**config.mk**
```make
export PLATFORM = sky130hd
export DESIGN_NAME = keyed_cfg_port
export DESIGN_NICKNAME = d
export VERILOG_FILES = /design/src/rtl/cfg_port_pkg.sv /design/src/rtl/cfg_key_fsm.sv /design/src/rtl/cfg_fn_bank.sv /design/src/rtl/cfg_aux_bank.sv /design/src/rtl/keyed_cfg_port.sv
export SDC_FILE = /design/constraint.sdc
export NUM_CORES = 1
export LEC_CHECK = 0
export CAP_MARGIN = 20
export CORE_MARGIN = 2
export CORE_UTILIZATION = 57
export CTS_BUF_LIST = sky130_fd_sc_hd__clkbuf_4
export DETAILED_ROUTE_END_ITERATION = 8
export GPL_TIMING_DRIVEN = 0
export PLACE_DENSITY_LB_ADDON = 0.05
export SLEW_MARGIN = 20
export SYNTH_ARGS = -nofsm -noshare
export SYNTH_HDL_FRONTEND = slang
export SYNTH_SLANG_ARGS = --single-unit
```
**constraint.sdc**
```tcl
create_clock -name clk_i -period 7.7 [get_ports clk_i]
set_input_delay 2.31 -clock clk_i [delete_from_list [all_inputs] [get_ports clk_i]]
set_output_delay 2.31 -clock clk_i [all_outputs]
set_load 0.02 [all_outputs]
```
**src/rtl/cfg_port_pkg.sv**
```systemverilog
package cfg_port_pkg;
  localparam logic [7:0] KEY_UNLOCK   = 8'h55;
  localparam logic [7:0] KEY_LOCK     = 8'hAA;
  localparam logic [7:0] IDX_LDN      = 8'h07;
  localparam logic [7:0] IDX_ID       = 8'h20;
  localparam logic [7:0] IDX_REV      = 8'h21;
  localparam logic [7:0] IDX_ACT      = 8'h30;
  localparam logic [7:0] IDX_B0_HI    = 8'h60;
  localparam logic [7:0] IDX_B0_LO    = 8'h61;
  localparam logic [7:0] IDX_B1_HI    = 8'h62;
  localparam logic [7:0] IDX_B1_LO    = 8'h63;
  localparam logic [7:0] IDX_IRQ0     = 8'h70;
  localparam logic [7:0] IDX_IRQ1     = 8'h72;
  localparam logic [7:0] IDX_GPIO0    = 8'hC0;
  localparam logic [7:0] CHIP_ID      = 8'h30;
  localparam logic [7:0] CHIP_REV     = 8'h01;
  localparam logic [7:0] LDN_AUX      = 8'h08;
  localparam int         NUM_FN       = 6;
  localparam int         BASE_W       = 16;
  localparam int         IRQ_W        = 8;
  localparam int         GPIO_W       = 5;

  typedef struct packed {
    logic              act;
    logic [BASE_W-1:0] base0;
    logic [BASE_W-1:0] base1;
    logic [IRQ_W-1:0]  irq0;
    logic [IRQ_W-1:0]  irq1;
  } fn_regs_t;

  typedef enum logic {ST_RUN = 1'b0, ST_CFG = 1'b1} key_state_e;

  // slot 0..4 -> device 1..5, slot 5 -> device 7
  function automatic logic [7:0] fn_ldn(int slot);
    return (slot < 5) ? 8'(slot + 1) : 8'd7;
  endfunction
endpackage

```
**src/rtl/cfg_key_fsm.sv**
```systemverilog
module cfg_key_fsm
  import cfg_port_pkg::*;
(
  input  logic       clk_i,
  input  logic       rst_ni,
  input  logic       idx_wr_i,
  input  logic [7:0] wdata_i,
  output logic       unlocked_o
);
  key_state_e state_q, state_d;

  always_comb begin
    state_d = state_q;
    unique case (state_q)
      ST_RUN: if (idx_wr_i && wdata_i == KEY_UNLOCK) state_d = ST_CFG;
      ST_CFG: if (idx_wr_i && wdata_i == KEY_LOCK)   state_d = ST_RUN;
      default: state_d = ST_RUN;
    endcase
  end

  always_ff @(posedge clk_i or negedge rst_ni) begin
    if (!rst_ni) state_q <= ST_RUN;
    else         state_q <= state_d;
  end

  assign unlocked_o = (state_q == ST_CFG);
endmodule

```
**src/rtl/cfg_fn_bank.sv**
```systemverilog
module cfg_fn_bank
  import cfg_port_pkg::*;
(
  input  logic       clk_i,
  input  logic       rst_ni,
  input  logic       wr_en_i,
  input  logic [7:0] idx_i,
  input  logic [7:0] wdata_i,
  output fn_regs_t   regs_o,
  output logic [7:0] rdata_o
);
  fn_regs_t regs_q;

  always_ff @(posedge clk_i or negedge rst_ni) begin
    if (!rst_ni) begin
      regs_q <= '0;
    end else if (wr_en_i) begin
      case (idx_i)
        IDX_ACT:   regs_q.act          <= wdata_i[0];
        IDX_B0_HI: regs_q.base0[15:8]  <= wdata_i;
        IDX_B0_LO: regs_q.base0[7:0]   <= wdata_i;
        IDX_B1_HI: regs_q.base1[15:8]  <= wdata_i;
        IDX_B1_LO: regs_q.base1[7:0]   <= wdata_i;
        IDX_IRQ0:  regs_q.irq0         <= wdata_i;
        IDX_IRQ1:  regs_q.irq1         <= wdata_i;
        default: ;
      endcase
    end
  end

  always_comb begin
    case (idx_i)
      IDX_ACT:   rdata_o = {7'd0, regs_q.act};
      IDX_B0_HI: rdata_o = regs_q.base0[15:8];
      IDX_B0_LO: rdata_o = regs_q.base0[7:0];
      IDX_B1_HI: rdata_o = regs_q.base1[15:8];
      IDX_B1_LO: rdata_o = regs_q.base1[7:0];
      IDX_IRQ0:  rdata_o = regs_q.irq0;
      IDX_IRQ1:  rdata_o = regs_q.irq1;
      default:   rdata_o = 8'h00;
    endcase
  end

  assign regs_o = regs_q;
endmodule

```
**src/rtl/cfg_aux_bank.sv**
```systemverilog
module cfg_aux_bank
  import cfg_port_pkg::*;
#(
  parameter int NGPIO = 8
) (
  input  logic                    clk_i,
  input  logic                    rst_ni,
  input  logic                    wr_en_i,
  input  logic [7:0]              idx_i,
  input  logic [7:0]              wdata_i,
  output logic [NGPIO*GPIO_W-1:0] gpio_o,
  output logic [7:0]              rdata_o
);
  logic [7:0] off;
  logic       in_range;
  logic [GPIO_W-1:0] field_q [NGPIO];
  logic [7:0] rd_mux;

  assign off      = idx_i - IDX_GPIO0;
  assign in_range = (idx_i >= IDX_GPIO0) && (off < 8'(NGPIO));

  for (genvar g = 0; g < NGPIO; g++) begin : g_pin
    always_ff @(posedge clk_i or negedge rst_ni) begin
      if (!rst_ni) field_q[g] <= '0;
      else if (wr_en_i && in_range && off == 8'(g)) field_q[g] <= wdata_i[GPIO_W-1:0];
    end
    assign gpio_o[g*GPIO_W +: GPIO_W] = field_q[g];
  end

  always_comb begin
    rd_mux = 8'h00;
    for (int i = 0; i < NGPIO; i++)
      if (in_range && off == 8'(i)) rd_mux = {{(8-GPIO_W){1'b0}}, field_q[i]};
  end

  assign rdata_o = rd_mux;
endmodule

```
**src/rtl/keyed_cfg_port.sv**
```systemverilog
module keyed_cfg_port
  import cfg_port_pkg::*;
#(
  parameter int              ADDR_W   = 16,
  parameter logic [ADDR_W-1:0] IDX_PORT = 16'h03F0,
  parameter int              NGPIO    = 8
) (
  input  logic                     clk_i,
  input  logic                     rst_ni,
  input  logic [ADDR_W-1:0]        io_addr_i,
  input  logic                     io_wr_i,
  input  logic                     io_rd_i,
  input  logic [7:0]               io_wdata_i,
  output logic [7:0]               io_rdata_o,
  output logic                     cfg_mode_o,
  output logic [NUM_FN-1:0]        dev_active_o,
  output logic [NUM_FN*BASE_W-1:0] dev_base0_o,
  output logic [NUM_FN*BASE_W-1:0] dev_base1_o,
  output logic [NUM_FN*IRQ_W-1:0]  dev_irq0_o,
  output logic [NUM_FN*IRQ_W-1:0]  dev_irq1_o,
  output logic [NGPIO*GPIO_W-1:0]  gpio_cfg_o
);
  localparam logic [ADDR_W-1:0] DATA_PORT = IDX_PORT + 1'b1;

  logic       hit_idx, hit_data, idx_wr, data_wr, unlocked, cfg_wr;
  logic [7:0] idx_q, ldn_q, reg_rd, bank_rd, aux_rd;
  logic [7:0] fn_rd  [NUM_FN];
  logic       fn_sel [NUM_FN];

  assign hit_idx  = (io_addr_i == IDX_PORT);
  assign hit_data = (io_addr_i == DATA_PORT);
  assign idx_wr   = io_wr_i && hit_idx;
  assign data_wr  = io_wr_i && hit_data;
  assign cfg_wr   = data_wr && unlocked;

  cfg_key_fsm u_key (
    .clk_i      (clk_i),
    .rst_ni     (rst_ni),
    .idx_wr_i   (idx_wr),
    .wdata_i    (io_wdata_i),
    .unlocked_o (unlocked)
  );

  // lock key is consumed, not stored as index
  always_ff @(posedge clk_i or negedge rst_ni) begin
    if (!rst_ni) idx_q <= 8'h00;
    else if (idx_wr && unlocked && io_wdata_i != KEY_LOCK) idx_q <= io_wdata_i;
  end

  always_ff @(posedge clk_i or negedge rst_ni) begin
    if (!rst_ni) ldn_q <= 8'h00;
    else if (cfg_wr && idx_q == IDX_LDN) ldn_q <= io_wdata_i;
  end

  for (genvar s = 0; s < NUM_FN; s++) begin : g_fn
    fn_regs_t regs;
    assign fn_sel[s] = (ldn_q == fn_ldn(s));

    cfg_fn_bank u_bank (
      .clk_i   (clk_i),
      .rst_ni  (rst_ni),
      .wr_en_i (cfg_wr && fn_sel[s]),
      .idx_i   (idx_q),
      .wdata_i (io_wdata_i),
      .regs_o  (regs),
      .rdata_o (fn_rd[s])
    );

    assign dev_active_o[s]                 = regs.act;
    assign dev_base0_o[s*BASE_W +: BASE_W] = regs.base0;
    assign dev_base1_o[s*BASE_W +: BASE_W] = regs.base1;
    assign dev_irq0_o[s*IRQ_W +: IRQ_W]    = regs.irq0;
    assign dev_irq1_o[s*IRQ_W +: IRQ_W]    = regs.irq1;
  end

  cfg_aux_bank #(.NGPIO(NGPIO)) u_aux (
    .clk_i   (clk_i),
    .rst_ni  (rst_ni),
    .wr_en_i (cfg_wr && ldn_q == LDN_AUX),
    .idx_i   (idx_q),
    .wdata_i (io_wdata_i),
    .gpio_o  (gpio_cfg_o),
    .rdata_o (aux_rd)
  );

  always_comb begin
    bank_rd = (ldn_q == LDN_AUX) ? aux_rd : 8'h00;
    for (int s = 0; s < NUM_FN; s++)
      if (fn_sel[s]) bank_rd = bank_rd | fn_rd[s];
  end

  always_comb begin
    case (idx_q)
      IDX_LDN: reg_rd = ldn_q;
      IDX_ID:  reg_rd = CHIP_ID;
      IDX_REV: reg_rd = CHIP_REV;
      default: reg_rd = bank_rd;
    endcase
  end

  always_comb begin
    io_rdata_o = 8'h00;
    if (io_rd_i) begin
      if (hit_idx)       io_rdata_o = unlocked ? idx_q  : 8'hFF;
      else if (hit_data) io_rdata_o = unlocked ? reg_rd : 8'hFF;
    end
  end

  assign cfg_mode_o = unlocked;
endmodule

```
* Yosys cells after proc, flatten, opt, wreduce, memory -nomap -nowiden
Cells that the tools add are included.
** Cells by class
- Add/subtract/negate cells :: 1
- $lt $le $gt $ge :: 2
- Eq/ne operators :: 29
- Multiplexer cells :: 30
- Bitwise operators :: 7
- Reductions and logical operators :: 76
** Operators with widths (number)
- $pmux 8 s7 :: 6
- $mux 8 :: 12
- $reduce_and 2->1 :: 42
- $eq 8x3->1 const B :: 8
- $eq 8x7->1 const B :: 7
- $or 8x8->8 :: 6
- $mux 5 :: 8
- $logic_and 1x1->1 :: 33
- $eq 16x10->1 const B :: 2
- $eq 8x2->1 const B :: 4
- $eq 8x6->1 const B :: 3
- $pmux 8 s3 :: 1
- $eq 8x1->1 const B :: 2
- $eq 8x4->1 const B :: 1
- $eq 8x8->1 const B :: 1
- $ge 8x8->1 const B :: 1
- $logic_not 8->1 :: 1
- $lt 8x4->1 const B :: 1
- $ne 8x8->1 const B :: 1
- $sub 8x8->8 const B :: 1
- $mux 1 :: 2
- $pmux 1 s2 :: 1
- $not 1->1 :: 1
** Word-level totals
- Register bits :: 351
- Input bits :: 28
- Output and inout port bits :: 343

* Longest topological paths before layout
- Word-level depth :: 30
- Gate-level depth with buffers :: 11
- Gate-level depth less buffers :: 6

* By module
Synthesis repeated with hierarchy kept, for this count alone.
** Second synthesis, totals
- Cell total of the unflattened synthesis :: 1422
- Area, all modules :: 18104.9 µm²
** Modules (own cells, without submodules)
- cfg_fn_bank :: times used 6, cells an instance 175, area each 2389.8 µm², seq. area each 1226.2 µm²
- cfg_aux_bank :: times used 1, cells an instance 168, area each 2060.7 µm², seq. area each 1001.0 µm²
- keyed_cfg_port :: times used 1, cells an instance 195, area each 1616.6 µm², seq. area each 400.4 µm²
- cfg_key_fsm :: times used 1, cells an instance 9, area each 88.8 µm², seq. area each 25.0 µm²

* Worst setup path after synthesis
No wires, ideal clock.
- Kind :: input to output
- From :: input io_addr_i[3]
- To :: output io_rdata_o[4]
- Data arrival time :: 4.005 ns
- Data required time :: 5.390 ns
- Slack :: 1.385 ns
- Stages on the path :: 6
- Path through :: or4_4 nor4_4 and2_1 buf_1 o21ai_0 a31oi_1
** On the way
- Cells in the longest elaborated chain, start to end :: 4
- Elaborated cells between the ends (all ways) :: 5
- Those cells by class :: eq/ne: 2; mux: 3
** RTL lines
- start, declared :: RTL line keyed_cfg_port.sv:10 : input logic [ADDR_W-1:0] io_addr_i,
- $eq 16x10->1 :: RTL line keyed_cfg_port.sv:31 : assign hit_data = (io_addr_i == DATA_PORT);
- $mux 8 :: RTL line keyed_cfg_port.sv:105 : else if (hit_data) io_rdata_o = unlocked ? reg_rd : 8'hFF;
- $mux 8 (*) :: RTL line keyed_cfg_port.sv:104 : if (hit_idx) io_rdata_o = unlocked ? idx_q : 8'hFF;
- $mux 8 (*) :: RTL line keyed_cfg_port.sv:103 : if (io_rd_i) begin
- end, declared :: RTL line keyed_cfg_port.sv:14 : output logic [7:0] io_rdata_o,
Every way passes the cells marked *; elsewhere a longest branch is shown, timed or not.

* Worst setup path in the final report
- From :: register idx_q[2]
- To :: output io_rdata_o[5]
** On the way
- Cells in the longest elaborated chain, start to end :: 19
- Elaborated cells between the ends (all ways) :: 33
- Those cells by class :: eq/ne: 10; mux: 17; bitwise: 6
** RTL lines
- start, declared :: RTL line keyed_cfg_port.sv:26 : logic [7:0] idx_q, ldn_q, reg_rd, bank_rd, aux_rd;
- start signal, assigned :: RTL line keyed_cfg_port.sv:47 : else if (idx_wr && unlocked && io_wdata_i != KEY_LOCK) idx_q <= io_wdata_i;
- $eq 8x7->1 or $eq 8x6->1 (tied branches) :: RTL line cfg_fn_bank.sv:32 : case (idx_i)
- $pmux 8 s7 :: RTL line cfg_fn_bank.sv:32
- $or 8x8->8 :: RTL line keyed_cfg_port.sv:89 : if (fn_sel[s]) bank_rd = bank_rd | fn_rd[s];
- $mux 8 :: RTL line keyed_cfg_port.sv:89
- $or 8x8->8 :: RTL line keyed_cfg_port.sv:89
- $mux 8 :: RTL line keyed_cfg_port.sv:89
- $or 8x8->8 :: RTL line keyed_cfg_port.sv:89
- $mux 8 :: RTL line keyed_cfg_port.sv:89
- [... 2 more ...]
- $or 8x8->8 :: RTL line keyed_cfg_port.sv:89
- $mux 8 :: RTL line keyed_cfg_port.sv:89
- $or 8x8->8 :: RTL line keyed_cfg_port.sv:89
- $mux 8 :: RTL line keyed_cfg_port.sv:89
- $pmux 8 s3 (*) :: RTL line keyed_cfg_port.sv:93 : case (idx_q)
- $mux 8 (*) (2 in series) :: RTL line keyed_cfg_port.sv:105
- $mux 8 (*) :: RTL line keyed_cfg_port.sv:104
- $mux 8 (*) :: RTL line keyed_cfg_port.sv:103
Marked as above.

==> qor.csv <==
stage;metric;value;unit
synthesis;Post-Syn Nets;1257;
power_and_ir_drop;Switching Share;24.4;%
setup_path;reg2reg start;idx_q[2];
synthesis;Syn. warnings;0;
run_status;failing checks;setup timing;
clocking;worst skew pair latency;0.76;ns
setup_path;critical path class;reg2out;
place;final HPWL from detailed placement;47.1;mm
run_status;outcome;complete, but fails checks;
global_routing;number of global-route vias before repair;14077;
power_and_ir_drop;Clock Power Share;44.9;%
floorplan;Rows;62;
synthesis;total of flip-flops plus latches after synthesis;351;
setup_path;Req. time, crit path;5.39;ns
clocking;Inserted Clock Buffers;88;
routing;Vias/cell;6.59;
setup_path;Critical path destination;io_rdata_o[5];
sta;max_slew headroom;22.2;%
synthesis;ys flop type;dfrtp_1;
sta;Final min period;7.72;ns
synthesis;ys async rst share;100;%
synthesis;Distinct cells, synth;76;
clocking;CTS Root Buffer Type;clkbuf_4;
global_routing;initial antenna violation count;2;
clocking;clock transition at the registers of the reported paths;0.07;ns
clocking;Clock Path Buffers;3;
layout;P&R area growth vs syn;32.0;%
run;max cap viols;0;
synthesis;top cells by area, synth;dfrtp_1, mux2_2, a22oi_1, nor2_8, a31oi_1;
global_routing;grt ovf;0;
synthesis;EDFF count, synth;0;
power_and_ir_drop;Cell Pwr Density;160;nW/um^2
power_and_ir_drop;peak supply drop;157;uV
sta;RSZ-0062 raised after global routing;no;
global_routing;largest net degree at the start of global routing;99;
routing;DR iter-0 viols;1589;
clocking;htree depth;3;
place;post-place setup slack;-0.125;ns
floorplan;Die Area;30800;sq um
setup_path;critical path launch point type;flip-flop;
global_routing;total track usage;42.6;%
sta;Post-Route Setup TNS;-0.0359;ns
power_and_ir_drop;combinational share of power;3.1;%
floorplan;initial core utilization;58.1;%
layout;layout net count;1719;
global_routing;first-pass GRT wire length;94.4;mm
setup_path;FF-to-FF setup slack;4.31;ns
min_path;worst min-delay path class;reg2reg;
sta;Tcrit/Tclk final;100;%
routing;Initial DRT Pass Iterations;6;
sta;Setup violations, final;3;
setup_path;capturing element type of the critical path;output port;
synthesis;cell taking the most area after synthesis;dfrtp_1;
setup_path;Critical Path AT;5.41;ns
clocking;CTS tree;built;
power_and_ir_drop;cell internal pwr;0.00268;W
clocking;Hold Buf Count CTS;0;
sta;Fin. Hold Viols;0;
power_and_ir_drop;PnR Total Power;0.00354;W
power_and_ir_drop;Flop pwr share;52.0;%
sta;Max Slew Vio Count;0;
floorplan;Placeable Area;28900;sq um
place;number of port buffers;369;
clocking;Clock Sinks;351;
setup_path;R2R Path End;g_fn[0].u_bank.regs_o[24];
sta;fin worst setup slack;-0.0166;ns
synthesis;Avg Cell Area, Syn;13.6;sq um
routing;post-route ant nets;0;
setup_path;worst r2r path cells;6;
setup_path;crit path max fanout;10;
min_path;Hold Path Cell Cnt;1;
synthesis;Mapped Cells;1229;
synthesis;post-synthesis sequential area ratio;52.4;%
floorplan;io pins;371;
sta;highest attainable clock frequency;130;MHz
synthesis;Synth Cell Area;16800;sq um
floorplan;chip width;176;um
place;routability-driven placement congestion ratio;0.980;
layout;share of post-route cells with drive strength above 1;34.0;%
floorplan;Die Height;176;um
synthesis;post-synth top area share;52.4;%
power_and_ir_drop;Psw;0.000864;W
power_and_ir_drop;LEAKAGE;10.5;nW
routing;final wirelength;66.1;mm
sta;Worst-Margin Slew;1.16;ns
sta;Clock Skews;0.0618;ns
setup_path;critical path launch point;idx_q[2];
routing;wire per inst;31.1;um
routing;Via Count;14003;
routing;Remaining DRCs;0;
## final cells by class
cell class	count	area (sq um)
Sequential cell	351	8780
Fill cell	1941	6720
Tap cell	384	480
Clock inverter	11	111
Antenna cell	2	5.00
Multi-Input combinational cell	780	7540
Inverter	3	11.3
Buffer	94	463
Clock buffer	127	953
Timing Repair Buffer	373	3790
## worst min path at each step
stage,end,startpoint
2_1_floorplan,ldn_q[5],ldn_q[5]
3_3_place_gp,g_fn[4].u_bank.regs_o[39],g_fn[4].u_bank.regs_o[39]
3_5_place_dp,g_fn[4].u_bank.regs_o[39],g_fn[4].u_bank.regs_o[39]
4_1_cts,g_fn[0].u_bank.regs_o[30],g_fn[0].u_bank.regs_o[30]
5_1_grt,g_fn[0].u_bank.regs_o[30],g_fn[0].u_bank.regs_o[30]
6_report,u_aux.gpio_o[21],u_aux.gpio_o[21]
## power groups by stage
| stage | clock [W] | combinational [W] | sequential, W |
|---|---|---|---|
| 5_1_grt | 0.00169 | 0.000117 | 0.00184 |
| 4_1_cts | 0.00159 | 0.000109 | 0.00184 |
| 3_5_place_dp | 0 | 0.000108 | 0.00188 |
| 3_3_place_gp | 0 | 0.000100 | 0.00188 |
| 2_1_floorplan | 0 | 0.0000225 | 0.00188 |
| 6_report | 0.00159 | 0.000110 | 0.00184 |
## cell usage in the layout (no fill, tap or decap), types with 14 or more instances in the layout
| cell | synthesis | final |
|---|---|---|
| nand3_1 | 17 | 17 |
| o21ai_0 | 17 | 17 |
| dfrtp_1 | 351 | 351 |
| nand2_1 | 15 | 14 |
| clkbuf_4 | 0 | 127 |
| buf_2 | 23 | 23 |
| nor2_1 | 21 | 21 |
| a21oi_1 | 22 | 22 |
| nor2_8 | 30 | 30 |
| clkbuf_1 | 61 | 53 |
| mux2_2 | 338 | 338 |
| a31oi_1 | 40 | 40 |
| a22oi_1 | 120 | 120 |
| clkdlybuf4s50_1 | 0 | 368 |
## sequential cells by signal, indices dropped and copies added (netlist names)
register and flops:
ldn_q 8, u_aux.gpio_o 40, idx_q 8, u_key.unlocked_o 1, g_fn.u_bank.regs_o 294
## timing repair
action	4_1_cts	5_1_grt
gates resized for setup	4	16
pin swaps	0	0
setup buffers	0	0
cloned	0	0
setup endpoints to repair	6	7
## through the flow
| step | instance area [sq um] | hold WS, ns | instances | util (%) |
|---|---|---|---|---|
| after floorplan | 16800 | 0.523 | 1229 | - |
| after CTS | 22100 | 0.533 | 2123 | 76.7 |
| after global routing | 22100 | 0.547 | 2125 | 76.7 |
| final | 22100 | 0.532 | 2125 | 76.7 |
| after detailed placement | 21100 | 0.519 | 1986 | 73.0 |
| after global placement | 20900 | 0.514 | 1982 | 72.6 |
## synthesized netlist by cell type, drive strengths merged, types with 12 or more instances
cell type and count:
o21ai 17, nand2 21, nor3 12, buf 33, dfrtp 351, clkbuf 62, a21oi 22, nand3 17
a22oi 120, mux2 352, nor2 59, a31oi 40
## layer usage
metal  vias up  routed length, um  part of all wire [%]  GRT usage, %
li1       5635                  -                     -             -
met1      7067              24600                    37          56.7
met2      1089              29900                    45          64.6
met3       212               8070                    12          12.0
met4         0               3560                   5.4          20.9
met5         -                  0                     0             0
## worst max-delay path, cell delays in order (launching register included)
cell	delay (ns)
dfrtp_1	0.36
clkbuf_2	0.17
nor4b_1	0.63
and2_1	0.22
clkbuf_1	0.59
clkbuf_1	0.88
a22oi_1	0.23
a31oi_1	0.46
nor3_1	0.17
a21oi_1	0.31
clkdlybuf4s50_1	0.67
## kinds of logic (layout without fill, tap and decap cells)
| group | after synthesis | count (layout) | synth area share (%) |
|---|---|---|---|
| mux | 362 | 362 | 24.6 |
| compound gates | 244 | 244 | 10.4 |
| buf+inv | 98 | 608 | 2.79 |
| flops | 351 | 351 | 52.4 |
| other cells | 0 | 2 | 0 |
| simple gates | 174 | 174 | 9.89 |
(Power assumes the default switching activity.)
